`config.mk`:
```
export PLATFORM = sky130hd
export DESIGN_NAME = core_irq_ctrl
export DESIGN_NICKNAME = d
export VERILOG_FILES = /design/src/rtl/core_irq_ctrl.sv
export SDC_FILE = /design/constraint.sdc
export NUM_CORES = 1
export LEC_CHECK = 0
export BUFFER_PORTS_ARGS = -buffer_cell sky130_fd_sc_hd__clkbuf_2
export CAP_MARGIN = 25
export CORE_MARGIN = 3
export CORE_UTILIZATION = 46
export CTS_BUF_LIST = sky130_fd_sc_hd__clkbuf_8
export DETAILED_ROUTE_END_ITERATION = 10
export PLACE_DENSITY = 0.77
export SYNTH_ARGS = -nofsm -noshare
export SYNTH_HDL_FRONTEND = slang
export SYNTH_SLANG_ARGS = --single-unit
```
`constraint.sdc`:
```
create_clock -name clk -period 3.01 [get_ports clk]
set_input_delay 0.7525 -clock clk [delete_from_list [all_inputs] [get_ports clk]]
set_output_delay 0.7525 -clock clk [all_outputs]
set_load 0.02 [all_outputs]
```
`src/rtl/core_irq_ctrl.sv`:
```
module core_irq_ctrl #(
  parameter int N_CORES = 4,
  parameter int MB_W    = 32
) (
  input  logic                 clk,
  input  logic                 rst_n,
  input  logic                 we,
  input  logic [7:0]           addr,
  input  logic [31:0]          wdata,
  output logic [31:0]          rdata,
  input  logic [4*N_CORES-1:0] timer_irq,
  input  logic [N_CORES-1:0]   periph_irq,
  input  logic [N_CORES-1:0]   pmu_irq,
  output logic [N_CORES-1:0]   irq
);
  localparam logic [7:0] A_RT_SET = 8'h08;
  localparam logic [7:0] A_RT_CLR = 8'h0C;
  localparam logic [7:0] A_TMR    = 8'h40;
  localparam logic [7:0] A_MEN    = 8'h50;
  localparam logic [7:0] A_STAT   = 8'h60;
  localparam logic [7:0] A_MSET   = 8'h80;
  localparam logic [7:0] A_MCLR   = 8'hC0;

  logic [N_CORES-1:0][3:0]      tmr_en_q;
  logic [N_CORES-1:0]           men_q;
  logic [N_CORES-1:0][MB_W-1:0] mbox_q;
  logic [N_CORES-1:0]           route_q;
  logic [N_CORES-1:0][31:0]     pend;

  for (genvar c = 0; c < N_CORES; c++) begin : g_pend
    assign pend[c] = {22'd0,
                      pmu_irq[c] & route_q[c],
                      periph_irq[c],
                      3'd0,
                      (|mbox_q[c]) & men_q[c],
                      timer_irq[4*c +: 4] & tmr_en_q[c]};
  end

  always_ff @(posedge clk) begin
    if (!rst_n) begin
      tmr_en_q <= '0;
      men_q    <= '0;
      mbox_q   <= '0;
      route_q  <= '0;
      irq      <= '0;
    end else begin
      for (int c = 0; c < N_CORES; c++) irq[c] <= |pend[c];
      if (we) begin
        if (addr == A_RT_SET) route_q <= route_q | wdata[N_CORES-1:0];
        if (addr == A_RT_CLR) route_q <= route_q & ~wdata[N_CORES-1:0];
        for (int c = 0; c < N_CORES; c++) begin
          if (addr == A_TMR + 8'(4*c))  tmr_en_q[c] <= wdata[3:0];
          if (addr == A_MEN + 8'(4*c))  men_q[c]    <= wdata[0];
          if (addr == A_MSET + 8'(16*c)) mbox_q[c]  <= mbox_q[c] | wdata[MB_W-1:0];
          if (addr == A_MCLR + 8'(16*c)) mbox_q[c]  <= mbox_q[c] & ~wdata[MB_W-1:0];
        end
      end
    end
  end

  always_comb begin
    rdata = '0;
    if (addr == A_RT_SET || addr == A_RT_CLR) rdata = 32'(route_q);
    for (int c = 0; c < N_CORES; c++) begin
      if (addr == A_TMR + 8'(4*c))  rdata = {28'd0, tmr_en_q[c]};
      if (addr == A_MEN + 8'(4*c))  rdata = {31'd0, men_q[c]};
      if (addr == A_STAT + 8'(4*c)) rdata = pend[c];
      if (addr == A_MSET + 8'(16*c) || addr == A_MCLR + 8'(16*c)) rdata = 32'(mbox_q[c]);
    end
  end
endmodule

```
==> metrics.md <==
| Metric | Value |
|---|---|
| Status | `finished, violations left` |
| Violated checks | `setup timing` |
| Final Slew Violations | `0` |
| Setup_tns | `-1460 ps` |
| Distinct cells, synth | `58` |
| R2R setup slack | `1300 ps` |
| Cts hold-fix bufs | `0` |
| Syn nets | `974` |
| Clock power frac | `38.6%` |
| Post-synth EDFFs | `0` |
| Ant diodes | `0` |
| Yosys top cell area share | `39.2%` |
| Post-Place Cells | `1206` |
| Global-route wire length before repair | `42200 um` |
| Fraction of final layout cells sized beyond drive strength 1 | `28.4%` |
| Worst Path Max Fanout | `4` |
| Remaining routing DRC violations | `0` |
| Finished Layout Cells | `1244` |
| Fin nets | `1078` |
| Leakage | `3.57 nW` |
| Slowest cell on crit path | `or4_4` |
| Power density over the cells | `415 nW/um^2` |
| Row count | `47` |
| Grt total ovfl | `0` |
| HP Class | `register to register` |
| R2R depth | `6` |
| Startpoint Class | `input pin` |
| Clock Skew | `14.3 ps` |
| CP endpoint kind | `output pin` |
| TritonCTS clock tree | `yes` |
| Clk_lat worst skew | `460 ps` |
| Clk root buf | `clkbuf_8` |
| Post-layout util | `58.0%` |
| CTS Sinks | `156` |
| Hpwl dp | `18900 um` |
| Slew HR | `58.0%` |
| Post-synth top flop | `dfxtp_1` |
| DIE WIDTH | `138 um` |
| Core Footprint | `16800 um^2` |
| Total routed wirelength | `27600 um` |
| Sequential share of power | `51.4%` |
| Drt wl/cell | `22.2 um` |
| Tmin final | `3200 ps` |
| Least-Margin Pin Slew | `625 ps` |
| Post-synthesis instance area | `7970 um^2` |
| Initial antenna violation count | `0` |
| Internal power | `2.91 mW` |
| Final setup margin | `-188 ps` |
| Post-Syn Instances | `907` |
| Synth area leader | `dfxtp_1` |
| Ports | `103` |
| Synth area leaders | `dfxtp_1, a311oi_1, a21oi_1, a22oi_1, nand2_1` |
| Ys async rst share | `0%` |
| Initial detailed-routing violation count | `1068` |
| Worst Path Arrival | `2450 ps` |
| Largest net degree at the start of global routing | `110` |
| Via-per-instance ratio | `6.66` |
| Worst VDD drop | `0.300 mV` |
| Initial Util | `47.6%` |
| Vias in the first global route | `7643` |
| Commonest non-fill, non-tap cells in the layout | `dfxtp_1, a21oi_1, a311oi_1` |
| Maxcap violations | `0` |
| Drt pass-1 iters | `6` |
| Leading cell type in the layout, fill and taps excluded | `dfxtp_1` |
| Chip height | `138 um` |
| CTS buffer count | `17` |
| Combinational power share | `10.1%` |
| Reg2reg end | `irq[3]` |
| Worst Hold Path Cells | `2` |
| Die area | `18900 um^2` |
| Fill cells | `1496` |
| Fin. Hold Viols | `0` |
| IO Port Bufs | `102` |
| WHS Endpoint | `men_q[2]` |
| Ys Warns | `0` |
| RSZ-0062 raised after global routing | `true` |
| Area grow syn2layout | `22.0%` |
| Placer Congestion | `1.01` |
| Total track usage | `28.5%` |
| Sequential area share after synthesis | `39.2%` |
| Syn_area_per_cell | `8.79 um^2` |
| Worst Path Required | `2260 ps` |
| Fmax | `313 MHz` |
| Longest Clk Path Bufs | `2` |
| Crit path kind | `input pin to output pin` |
| Htree depth | `4` |
| Post-DRT Antenna Nets | `0` |
| Period utilization | `106%` |
| Vias | `8283` |
| Net switching power | `1.13 mW` |
| Clock transition at path regs | `100 ps` |
| Switch share | `28.0%` |
| Pwr Total | `4.04 mW` |
| Final setup fails | `21` |
| #FFs+latches synth | `156` |
| CP peak stage delay | `540 ps` |
| Min-delay src | `men_q[2]` |
| Crit path cell chain | `buf_8, or4_4, nor3b_2, buf_4, a32o_1, o31ai_1, a21oi_1, a211o_1, clkbuf_8` |
## worst max-delay path, delay by kind of cell
kind                   cells  cell delay [ps]
AO/OA/AOI/OAI              4              550
buffers and inverters      3              430
AND/OR/NAND/NOR            2              720
## layout make-up
class / instances / area (um^2) / area share (%)
clock inverters: 14 / 136 / 1.40
flip-flops and latches: 156 / 3120 / 32.1
clock buffers: 18 / 248 / 2.55
repair buffers: 207 / 1610 / 16.5
multi-input cells: 626 / 4320 / 44.5
well taps: 220 / 275 / 2.83
inverters: 3 / 13.8 / 0.141
## synthesized netlist by cell type (3+ instances only)
cell type / count
buf_4: 24
and2_1: 7
a2bb2oi_1: 3
o31ai_1: 3
a311oi_1: 126
mux4_2: 8
o21ai_0: 17
a21oi_1: 155
buf_2: 38
o32ai_1: 3
clkbuf_1: 46
a211oi_1: 3
nor4_1: 32
dfxtp_1: 156
nor3_1: 9
and3_1: 16
a22oi_1: 34
inv_1: 3
nor2_1: 33
nand3_1: 20
buf_6: 13
nand4_1: 11
a221oi_1: 4
nand2b_1: 7
o211ai_1: 4
a32oi_1: 6
a31oi_1: 10
nor2b_1: 7
nand2_1: 58
mux2i_1: 13
and4_1: 4
## kinds of logic (layout without fill, tap and decap cells)
group,count (synthesis),in the layout,synth area share (%)
flops,156,156,39.2
buf+inv,125,242,8.85
compound gates,392,392,34.1
mux,22,22,4.03
simple gates,212,212,13.8
## how the worst max path moves through the flow
stage	startpoint	to	slack (ps)	cells past startpoint
2_1_floorplan	addr[3]	rdata[3]	10	7
3_3_place_gp	addr[4]	rdata[3]	-250	9
3_5_place_dp	addr[4]	rdata[3]	-250	9
4_1_cts	addr[4]	rdata[3]	-160	9
5_1_grt	register	rdata[4]	-280	8
6_report	addr[4]	rdata[0]	-190	9
## power by group through the flow
stage | Sequential [mW] | Clock, mW | Combinational [mW]
final | 2.07 | 1.56 | 0.406
after CTS | 2.07 | 1.58 | 0.380
after global placement | 2.12 | 0 | 0.357
after floorplan | 2.12 | 0 | 0.206
after global routing | 2.08 | 1.67 | 0.429
after detailed placement | 2.12 | 0 | 0.358
## per-layer routing
metal,track usage [%],part of all wire [%],vias to the layer above
met3,4.89,8.0,51
met4,10.2,2.6,0
met1,39.4,43,3978
met2,44.7,47,445
met5,0,0,-
li1,-,-,3809
## per-stage QoR
stage	setup slack, ps	area, um^2	hold WS (ps)
final	-188	9730	488
after global routing	-283	9730	515
after CTS	-159	9540	493
after floorplan	13.9	7970	446
after global placement	-250	8950	468
after detailed placement	-251	8950	478
## what timing repair did
| action | in CTS | in global routing |
|---|---|---|
| cloned | 1 | 1 |
| buffers inserted | 1 | 3 |
| pin swaps | 8 | 11 |
| resized for setup | 47 | 31 |
| setup endpoints to repair | 26 | 25 |
| endpoints found under the hold margin | 0 | 0 |
(Power assumes the default switching activity.)
